<file path="config.mk">
export PLATFORM = sky130hd
export DESIGN_NAME = bmdma_regs
export DESIGN_NICKNAME = d
export VERILOG_FILES = /design/src/rtl/bmdma_pkg.sv /design/src/rtl/bmdma_ctrl.sv /design/src/rtl/bmdma_data.sv /design/src/rtl/bmdma_regs.sv
export SDC_FILE = /design/constraint.sdc
export NUM_CORES = 1
export LEC_CHECK = 0
export ABC_AREA = 0
export ABC_CLOCK_PERIOD_IN_PS = 1150
export BUFFER_PORTS_ARGS = -buffer_cell sky130_fd_sc_hd__buf_2
export CAP_MARGIN = 20
export CORE_AREA = 2 2 110 122
export DETAILED_ROUTE_END_ITERATION = 7
export DIE_AREA = 0 0 112 124
export GPL_TIMING_DRIVEN = 0
export PLACE_DENSITY = 0.75
export SETUP_SLACK_MARGIN = 0.1
export SLEW_MARGIN = 20
export SYNTH_ARGS = -nofsm -noshare
export SYNTH_HDL_FRONTEND = slang
export SYNTH_SLANG_ARGS = --single-unit
export TNS_END_PERCENT = 10
</file>
<file path="constraint.sdc">
create_clock -name clk -period 1.15 [get_ports clk]
set_input_delay 0.115 -clock clk [delete_from_list [all_inputs] [get_ports clk]]
set_output_delay 0.115 -clock clk [all_outputs]
set_load 0.1 [all_outputs]
</file>
<file path="src/rtl/bmdma_pkg.sv">
package bmdma_pkg;
  localparam int BUS_W = 32;
  localparam int LANES = BUS_W / 8;

  // register selected by offset bits 2:0
  typedef enum logic [1:0] {SEL_CMD, SEL_STAT, SEL_PTR, SEL_NONE} rdSel_t;

  // per-channel write strobes from control to datapath
  typedef struct packed {
    logic             cmdWr;
    logic             statWr;
    logic [LANES-1:0] ptrLane;
  } chanStb_t;
endpackage

</file>
<file path="src/rtl/bmdma_ctrl.sv">
module bmdma_ctrl
  import bmdma_pkg::*;
#(
  parameter int ADDR_W = 4,
  localparam int CH_W = ADDR_W - 3,
  localparam int NCH  = 1 << CH_W
) (
  input  logic                       wrEn,
  input  logic [ADDR_W-1:0]          addr,
  input  logic [LANES-1:0]           byteEn,
  output chanStb_t [NCH-1:0]         stb,
  output rdSel_t                     rdSel,
  output logic [CH_W-1:0]            rdChan
);
  logic [2:0]      regOff;
  logic [CH_W-1:0] chanIdx;

  assign regOff  = addr[2:0];
  assign chanIdx = addr[ADDR_W-1:3];
  assign rdChan  = chanIdx;

  always_comb begin
    case (regOff)
      3'd0:    rdSel = SEL_CMD;
      3'd2:    rdSel = SEL_STAT;
      3'd4:    rdSel = SEL_PTR;
      default: rdSel = SEL_NONE;
    endcase
  end

  for (genvar c = 0; c < NCH; c++) begin : g_stb
    always_comb begin
      stb[c] = '0;
      if (wrEn && chanIdx == CH_W'(c)) begin
        stb[c].cmdWr   = (regOff == 3'd0) && byteEn[0];
        stb[c].statWr  = (regOff == 3'd2) && byteEn[0];
        stb[c].ptrLane = (regOff == 3'd4) ? byteEn : '0;
      end
    end
  end
endmodule

</file>
<file path="src/rtl/bmdma_data.sv">
module bmdma_data
  import bmdma_pkg::*;
#(
  parameter int CH_W = 1,
  localparam int NCH = 1 << CH_W
) (
  input  logic                    clk,
  input  logic                    rstN,
  input  chanStb_t [NCH-1:0]      stb,
  input  logic [BUS_W-1:0]        wrData,
  input  logic [NCH-1:0]          evtIrq,
  input  logic [NCH-1:0]          evtDone,
  input  logic [NCH-1:0]          evtErr,
  input  logic                    rdEn,
  input  rdSel_t                  rdSel,
  input  logic [CH_W-1:0]         rdChan,
  input  logic [LANES-1:0]        byteEn,
  output logic [BUS_W-1:0]        rdData,
  output logic [NCH-1:0]          startPulse,
  output logic [NCH-1:0]          dirRead,
  output logic [NCH*BUS_W-1:0]    curDesc,
  output logic [NCH-1:0][7:0]     statArr
);
  logic [NCH-1:0]            startArr;
  logic [NCH-1:0][BUS_W-1:0] ptrArr;

  for (genvar c = 0; c < NCH; c++) begin : g_chan
    logic             startQ, dirQ, pulseQ;
    logic [7:0]       statQ, statNext;
    logic [BUS_W-1:0] ptrQ, curQ;
    logic             rise, fall;

    assign rise = stb[c].cmdWr &&  wrData[0] && !startQ;
    assign fall = stb[c].cmdWr && !wrData[0] &&  startQ;

    always_comb begin
      statNext = statQ;
      if (stb[c].statWr) begin
        statNext[6:5] = wrData[6:5];
        statNext[2:1] = statQ[2:1] & ~wrData[2:1];
      end
      if (rise)      statNext[0] = 1'b1;
      else if (fall) statNext[0] = 1'b0;
      // engine events win over software in the same cycle
      if (evtDone[c] || evtErr[c])              statNext[0] = 1'b0;
      if (evtIrq[c] || evtDone[c] || evtErr[c]) statNext[2] = 1'b1;
      if (evtErr[c])                            statNext[1] = 1'b1;
    end

    always_ff @(posedge clk) begin
      if (!rstN) begin
        startQ <= 1'b0;
        dirQ   <= 1'b0;
        pulseQ <= 1'b0;
        statQ  <= '0;
        ptrQ   <= '0;
        curQ   <= '0;
      end else begin
        pulseQ <= rise;
        statQ  <= statNext;
        if (stb[c].cmdWr) begin
          startQ <= wrData[0];
          dirQ   <= wrData[3];
        end
        if (rise) curQ <= ptrQ;
        for (int b = 0; b < LANES; b++) begin
          if (stb[c].ptrLane[b])
            ptrQ[8*b +: 8] <= wrData[8*b +: 8] & ((b == 0) ? 8'hFC : 8'hFF);
        end
      end
    end

    assign startPulse[c]            = pulseQ;
    assign dirRead[c]               = dirQ;
    assign curDesc[c*BUS_W +: BUS_W] = curQ;
    assign statArr[c]               = statQ;
    assign startArr[c]              = startQ;
    assign ptrArr[c]                = ptrQ;
  end

  logic [BUS_W-1:0] rawData, laneMask;

  always_comb begin
    case (rdSel)
      SEL_CMD:  rawData = {{(BUS_W-4){1'b0}}, dirRead[rdChan], 2'b00, startArr[rdChan]};
      SEL_STAT: rawData = {{(BUS_W-8){1'b0}}, statArr[rdChan]};
      SEL_PTR:  rawData = ptrArr[rdChan];
      default:  rawData = '1;
    endcase
    for (int b = 0; b < LANES; b++) laneMask[8*b +: 8] = {8{byteEn[b]}};
    rdData = rdEn ? (rawData & laneMask) : '0;
  end
endmodule

</file>
<file path="src/rtl/bmdma_regs.sv">
module bmdma_regs
  import bmdma_pkg::*;
#(
  parameter int ADDR_W = 4,
  localparam int CH_W = ADDR_W - 3,
  localparam int NCH  = 1 << CH_W
) (
  input  logic                   clk,
  input  logic                   rstN,
  input  logic                   wrEn,
  input  logic                   rdEn,
  input  logic [ADDR_W-1:0]      addr,
  input  logic [LANES-1:0]       byteEn,
  input  logic [BUS_W-1:0]       wrData,
  output logic [BUS_W-1:0]       rdData,
  input  logic [NCH-1:0]         evtIrq,
  input  logic [NCH-1:0]         evtDone,
  input  logic [NCH-1:0]         evtErr,
  output logic [NCH-1:0]         startPulse,
  output logic [NCH-1:0]         dirRead,
  output logic [NCH*BUS_W-1:0]   curDesc
);
  chanStb_t [NCH-1:0] stb;
  rdSel_t             rdSel;
  logic [CH_W-1:0]    rdChan;
  logic [NCH-1:0][7:0] statArr;

  bmdma_ctrl #(.ADDR_W(ADDR_W)) u_ctrl (
    .wrEn(wrEn), .addr(addr), .byteEn(byteEn),
    .stb(stb), .rdSel(rdSel), .rdChan(rdChan)
  );

  bmdma_data #(.CH_W(CH_W)) u_data (
    .clk(clk), .rstN(rstN), .stb(stb), .wrData(wrData),
    .evtIrq(evtIrq), .evtDone(evtDone), .evtErr(evtErr),
    .rdEn(rdEn), .rdSel(rdSel), .rdChan(rdChan), .byteEn(byteEn),
    .rdData(rdData), .startPulse(startPulse), .dirRead(dirRead),
    .curDesc(curDesc), .statArr(statArr)
  );
endmodule

</file>
## Word-level counts from Yosys, hierarchy flattened

Cells that the tools add are included.

- $lt $le $gt $ge: 1
- Eq/ne operators: 4
- Mux-type cells: 24
- Bitwise logic cells: 6
- Reductions and logical operators: 31

Operator list:

| kind | number |
|---|---|
| $mux 32 | 3 |
| $pmux 32 s3 | 1 |
| $and 32x32->32 | 1 |
| $logic_and 1x1->1 | 12 |
| $mux 1 | 12 |
| $mux 6 | 2 |
| $reduce_bool 2->1 | 6 |
| $mux 8 | 1 |
| $mux 7 | 1 |
| $logic_or 1x1->1 | 6 |
| $pmux 2 s3 | 1 |
| $and 2x2->2 | 2 |
| $mux 2 | 2 |
| $mux 4 | 1 |
| $reduce_or 2->1 | 2 |
| $eq 3x2->1 const B | 1 |
| $eq 3x3->1 const B | 1 |
| $logic_not 1->1 | 3 |
| $logic_not 3->1 | 1 |
| $eq 2x1->1 const B | 1 |
| $eq 2x2->1 const B | 1 |
| $logic_not 2->1 | 1 |
| $lt 1x2->1 const B | 1 |
| $not 1->1 | 2 |
| $not 2->2 | 1 |

- Bits in registers: 136
- Input port bits: 50

## Longest topological paths before layout

- Word-level depth: 7
- Gate-level depth with buffers: 6

## Hierarchy

From an unflattened synthesis, not the netlist that was laid out.

- Cell total of the unflattened synthesis: 674
- Area total of the unflattened synthesis: 6097.1 µm²

Modules (own cells, without submodules):

| module | times used | cells each | area each (µm²) | seq. area each (µm²) |
|---|---|---|---|---|
| bmdma_data | 1 | 653 | 5958.2 | 2722.6 |
| bmdma_ctrl | 1 | 21 | 138.9 | 0.0 |

## Worst setup path after synthesis

OpenSTA, ideal clock, no wires.

- Kind: input port to output port
- Start: in addr[3]
- End: out rdData[2]
- Arrival time: 2947 ps
- Data required time: 1035 ps
- Setup slack: -1912 ps
- Cell stages on the path: 5
- Path buffers: 3
- Cells stage by stage: buf_4 buf_6 buf_6 mux2i_1 a211oi_1

- Longest elaborated chain between the ends: 5

Ends and longest elaborated chain:

| item | RTL line | text |
|---|---|---|
| start, declared | bmdma_regs.sv:12 | `input logic [ADDR_W-1:0] addr,` |
| $mux 32 (implied by the code) or $mux 7 (tied branches) | bmdma_data.sv:87, bmdma_data.sv:86 |  |
| $mux 32 (implied by the code) or $mux 8 (tied branches) | bmdma_data.sv:87, bmdma_data.sv:86 |  |
| $pmux 32 s3 * | bmdma_data.sv:84 | `case (rdSel)` |
| $and 32x32->32 * | bmdma_data.sv:91 | `rdData = rdEn ? (rawData & laneMask) : '0;` |
| $mux 32 * | bmdma_data.sv:91 |  |
| end, declared | bmdma_regs.sv:15 | `output logic [BUS_W-1:0] rdData,` |

Every way passes the cells marked *; elsewhere a longest branch is shown, timed or not. The select of a mux whose other input is x is not followed.

## Worst setup path in the final report

- Start: reg u_data.g_chan[1].dirQ
- End: out rdData[3]

- Longest elaborated chain between the ends: 5

Ends and longest elaborated chain:

| item | RTL line | text |
|---|---|---|
| start, declared | bmdma_data.sv:28 | `logic startQ, dirQ, pulseQ;` |
| start signal, assigned | bmdma_data.sv:63 | `dirQ <= wrData[3];` |
| $mux 1 (implied by the code) (2 in series) | bmdma_data.sv:85 | `SEL_CMD: rawData = {{(BUS_W-4){1'b0}}, dirRead[rdChan], 2'b00, startArr[rdChan]};` |
| $pmux 32 s3 | bmdma_data.sv:84 |  |
| $and 32x32->32 | bmdma_data.sv:91 |  |
| $mux 32 | bmdma_data.sv:91 |  |

Every way passes these cells. The select of a mux whose other input is x is not followed.

==> results.py <==
metrics = {
    "run_status": {
        "run_status": "finished with violations",
        "failing_checks": "negative setup slack",
    },
    "detailed_routing": {
        "routedWlPerCell_um": 22.4,
        "ant_nets": 0,
        "dr_wl_met3_mm": 1.16,
        "finalWirelength_mm": 22.4,
        "detailedRoute.firstIterationViolations": 305,
        "routedLengthMet1_mm": 8.45,
        "drc": 0,
        "via_count": 5710,
        "route.detailed.vias_per_inst": 5.70,
        "top_layer": "met4",
        "wl_met2_mm": 11.7,
        "detailedRoute.firstPassIterationCount": 5,
    },
    "worst_setup_path": {
        "timing.critical_path.max_delay_family": "simple AND/OR/NAND/NOR gates",
        "timing.critical_path.fanout_max": 2,
        "setup.worst_path.end_class": "output pin",
        "critPathKind": "register to output pin",
        "critPathRequiredTime_ns": 1.03,
        "critical_path.cell_chain": "mux2i_1 > or3_4 > a31oi_4 > buf_12",
        "crit_slowest_cell": "sky130_fd_sc_hd__or3_4",
        "cp_num_buf_inv": 1,
        "worst_setup_path_start_kind": "register",
        "worstPathArrival_ns": 1.61,
        "critical-path-max-stage-delay_ns": 0.39,
    },
    "placed_design": {
        "gp_congestion": 0.946,
        "place.detailed.hpwl_mm": 12.5,
        "placed_cells": 912,
        "placed_cell_area_um2": 7330,
        "port_buffers": 143,
    },
    "timing": {
        "finalSetupViolCount": 96,
        "tightestPinTransition_ns": 0.686,
        "postLayoutSetupSlackWorst_ns": -0.574,
        "fin_setup_tns_ns": -26.40,
        "maxSlewViolCount": 0,
        "fin_skew_ns": 0.0120,
        "timing.final.hold_violations": 0,
        "timing.fmax_mhz": 580,
        "grt_setup_unrepaired": "true",
        "worst_rel_slew_slack": 0.543,
        "period_share": 1.50,
        "final.min_clock_period_ns": 1.72,
    },
    "synthesis": {
        "seq_area_frac_synth": 0.458,
        "synth_seq_cells": 136,
        "number_of_enable_flip_flop_cells_after_synthesis": 0,
        "synth_compound_gate_area_share": 0.0533,
        "synth_xor_area_frac": 0,
        "synthArstFlopShare": 0,
        "yosys.area_share.adder": 0,
        "yosys_most_used_dff": "sky130_fd_sc_hd__dfxtp_1",
        "synth_simple_gate_area_share": 0.159,
        "syn-cell-area_um2": 5940,
        "synth_area_per_cell_um2": 9.76,
        "synth_cells": 609,
        "dominant_combinational_cell_family_by_area_after_synthesis": "multiplexers",
        "yosysUniqueCellTypes": 36,
        "synth.mux.area_fraction": 0.276,
        "yosysWarnings": 0,
    },
    "pwr": {
        "cell_area_power_density_nw_per_um2": 1220,
        "p_total_w": 0.0127,
        "irDropWorstVdd_mv": 0.782,
        "total_leakage_power_nw": 4.68,
    },
    "finish": {
        "fin_cells": 1001,
        "syn_to_final_growth_pct": 75.0,
        "n_fill_cell": 640,
        "postLayoutCellArea_um2": 10400,
        "finalNetCount": 880,
        "drive_gt1_frac": 0.454,
    },
    "floorplan": {
        "die_height_um": 124,
        "io_pins": 150,
        "rows": 43,
        "core_region_area_um2": 12600,
        "design.die.area_um2": 13900,
        "initial_utilization": 0.472,
        "die_w_um": 112,
    },
    "cts": {
        "cts_tree": "yes",
        "clk_transition_reported_paths_ns": 0.06,
        "clockRootBuffer": "sky130_fd_sc_hd__clkbuf_16",
        "cts_num_sinks": 136,
        "worst_skew_pair.late_latency_ns": 0.43,
        "clock_tree.htree_level_count": 4,
        "cts-root-to-sink-buffers": 2,
        "cts-buffers-inserted": 17,
    },
    "global_routing": {
        "number_of_global_route_vias_before_repair": 5977,
        "grt_max_degree": 17,
        "grt_pass1_wl_mm": 32.3,
        "antenna_found_initial": 1,
        "groute.usage.overall": 0.302,
        "global_route.overflow_total": 0,
    },
    "worst_hold_path": {
        "timing.hold.worst.class": "input port to register",
    },
    "flow_run": {
        "drv.max_cap_violation_count": 0,
    },
}
[worst paths after layout]
kind,slack [ns],to,from,depth (start not counted)
worst max-delay path,-0.57,rdData[3],u_data.g_chan[1].dirQ$_SDFFE_PN0N_,4
worst min-delay path,0.02,u_data.g_chan[1].dirQ$_SDFFE_PN0N_,wrData[3],3
worst max register to register,-0.34,u_data.g_chan[0].curQ[10]$_SDFFE_PN0P_,u_data.g_chan[0].startQ$_SDFFE_PN0N_,5
worst min register to register,0.46,u_data.g_chan[0].statQ[5]$_SDFFE_PN0P_,u_data.g_chan[0].statQ[5]$_SDFFE_PN0P_,2
[cell usage after synthesis (all sizes together) (2+ instances only)]
cell,count,area share
a211oi,5,0.0063
a21oi,31,0.026
a31oi,7,0.0074
and4bb,2,0.0042
buf,27,0.037
clkbuf,19,0.013
dfxtp,136,0.46
inv,4,0.0025
mux2,7,0.013
mux2i,156,0.26
nand2,163,0.10
nand3,15,0.021
nand4,2,0.0021
nor2,4,0.0025
nor3,6,0.0088
nor3b,2,0.0044
o2111ai,2,0.0029
o21ai,9,0.0076
o41ai,2,0.0029
[cell families (layout without fill, tap and decap cells)]
kind of cell,after synthesis,count (layout)
mux,163,163
compound gates,56,56
flops,136,136
other cells,1,5
simple gates,202,202
buf+inv,51,282
[flip-flops by register name, indices dropped and copies added (netlist names)]
register	count
u_data.g_chan.curQ	60
u_data.g_chan.dirQ	2
u_data.g_chan.ptrQ	60
u_data.g_chan.pulseQ	2
u_data.g_chan.startQ	2
u_data.g_chan.statQ	10
[cell type report]
cell class                 instances  area [um2]  area share
antenna                            1        2.50    0.000241
sequential                       136        2810       0.270
clock inverter                    13         201      0.0194
multi-input combinational        425        3580       0.344
tap                              157         196      0.0189
clock buffer                      19         443      0.0426
buffer                            46         422      0.0405
timing repair buffer             199        2730       0.262
inverter                           5        22.5     0.00217
[metrics by stage]
| stage | hold WS [ns] | worst slack [ns] | util |
|---|---|---|---|
| 5_1_grt | 0.0302 | -0.608 | 0.826 |
| 4_1_cts | 0.00998 | -0.530 | 0.781 |
| 3_5_place_dp | 0.341 | -0.852 | 0.582 |
| 2_1_floorplan | 0.214 | -0.524 | - |
| 6_report | 0.0223 | -0.574 | 0.826 |
| 3_3_place_gp | 0.330 | -0.844 | 0.582 |
[timing repair]
action	CTS	global route
cloned	0	2
endpoints found under the hold margin	51	0
setup buffers	6	19
pin swaps	7	23
resized for setup	413	125
setup endpoints to repair	158	217
hold buffers	29	0
[power by group]
part	internal, W	leakage, nW	total, W	switching (W)
registers	0.00472	1.12	0.00474	0.0000227
logic	0.000684	3.25	0.00184	0.00115
clock network	0.00389	0.309	0.00607	0.00218
total	0.00930	4.68	0.0127	0.00336
[per-layer routing]
metal | global-route usage | up-vias
met2 | 0.550 | 256
met4 | 0.165 | 0
met3 | 0.0526 | 74
li1 | - | 2537
met5 | 0 | -
met1 | 0.339 | 2843
[cells in the final DEF (no fill, tap or decap), types with 14 or more instances in the layout]
cell / count
sky130_fd_sc_hd__buf_6: 20
sky130_fd_sc_hd__clkbuf_16: 19
sky130_fd_sc_hd__mux2i_2: 14
sky130_fd_sc_hd__mux2i_1: 133
sky130_fd_sc_hd__dlygate4sd3_1: 29
sky130_fd_sc_hd__a21oi_4: 24
sky130_fd_sc_hd__buf_4: 24
sky130_fd_sc_hd__dfxtp_1: 86
sky130_fd_sc_hd__buf_2: 49
sky130_fd_sc_hd__dfxtp_2: 41
sky130_fd_sc_hd__buf_12: 101
sky130_fd_sc_hd__nand2_1: 162
[tightest hold or removal path, stage by stage]
cell	delay (ns)
sky130_fd_sc_hd__buf_2	0.10
sky130_fd_sc_hd__nand2_1	0.11
sky130_fd_sc_hd__mux2i_1	0.08
Power figures use the tool's default switching activity.
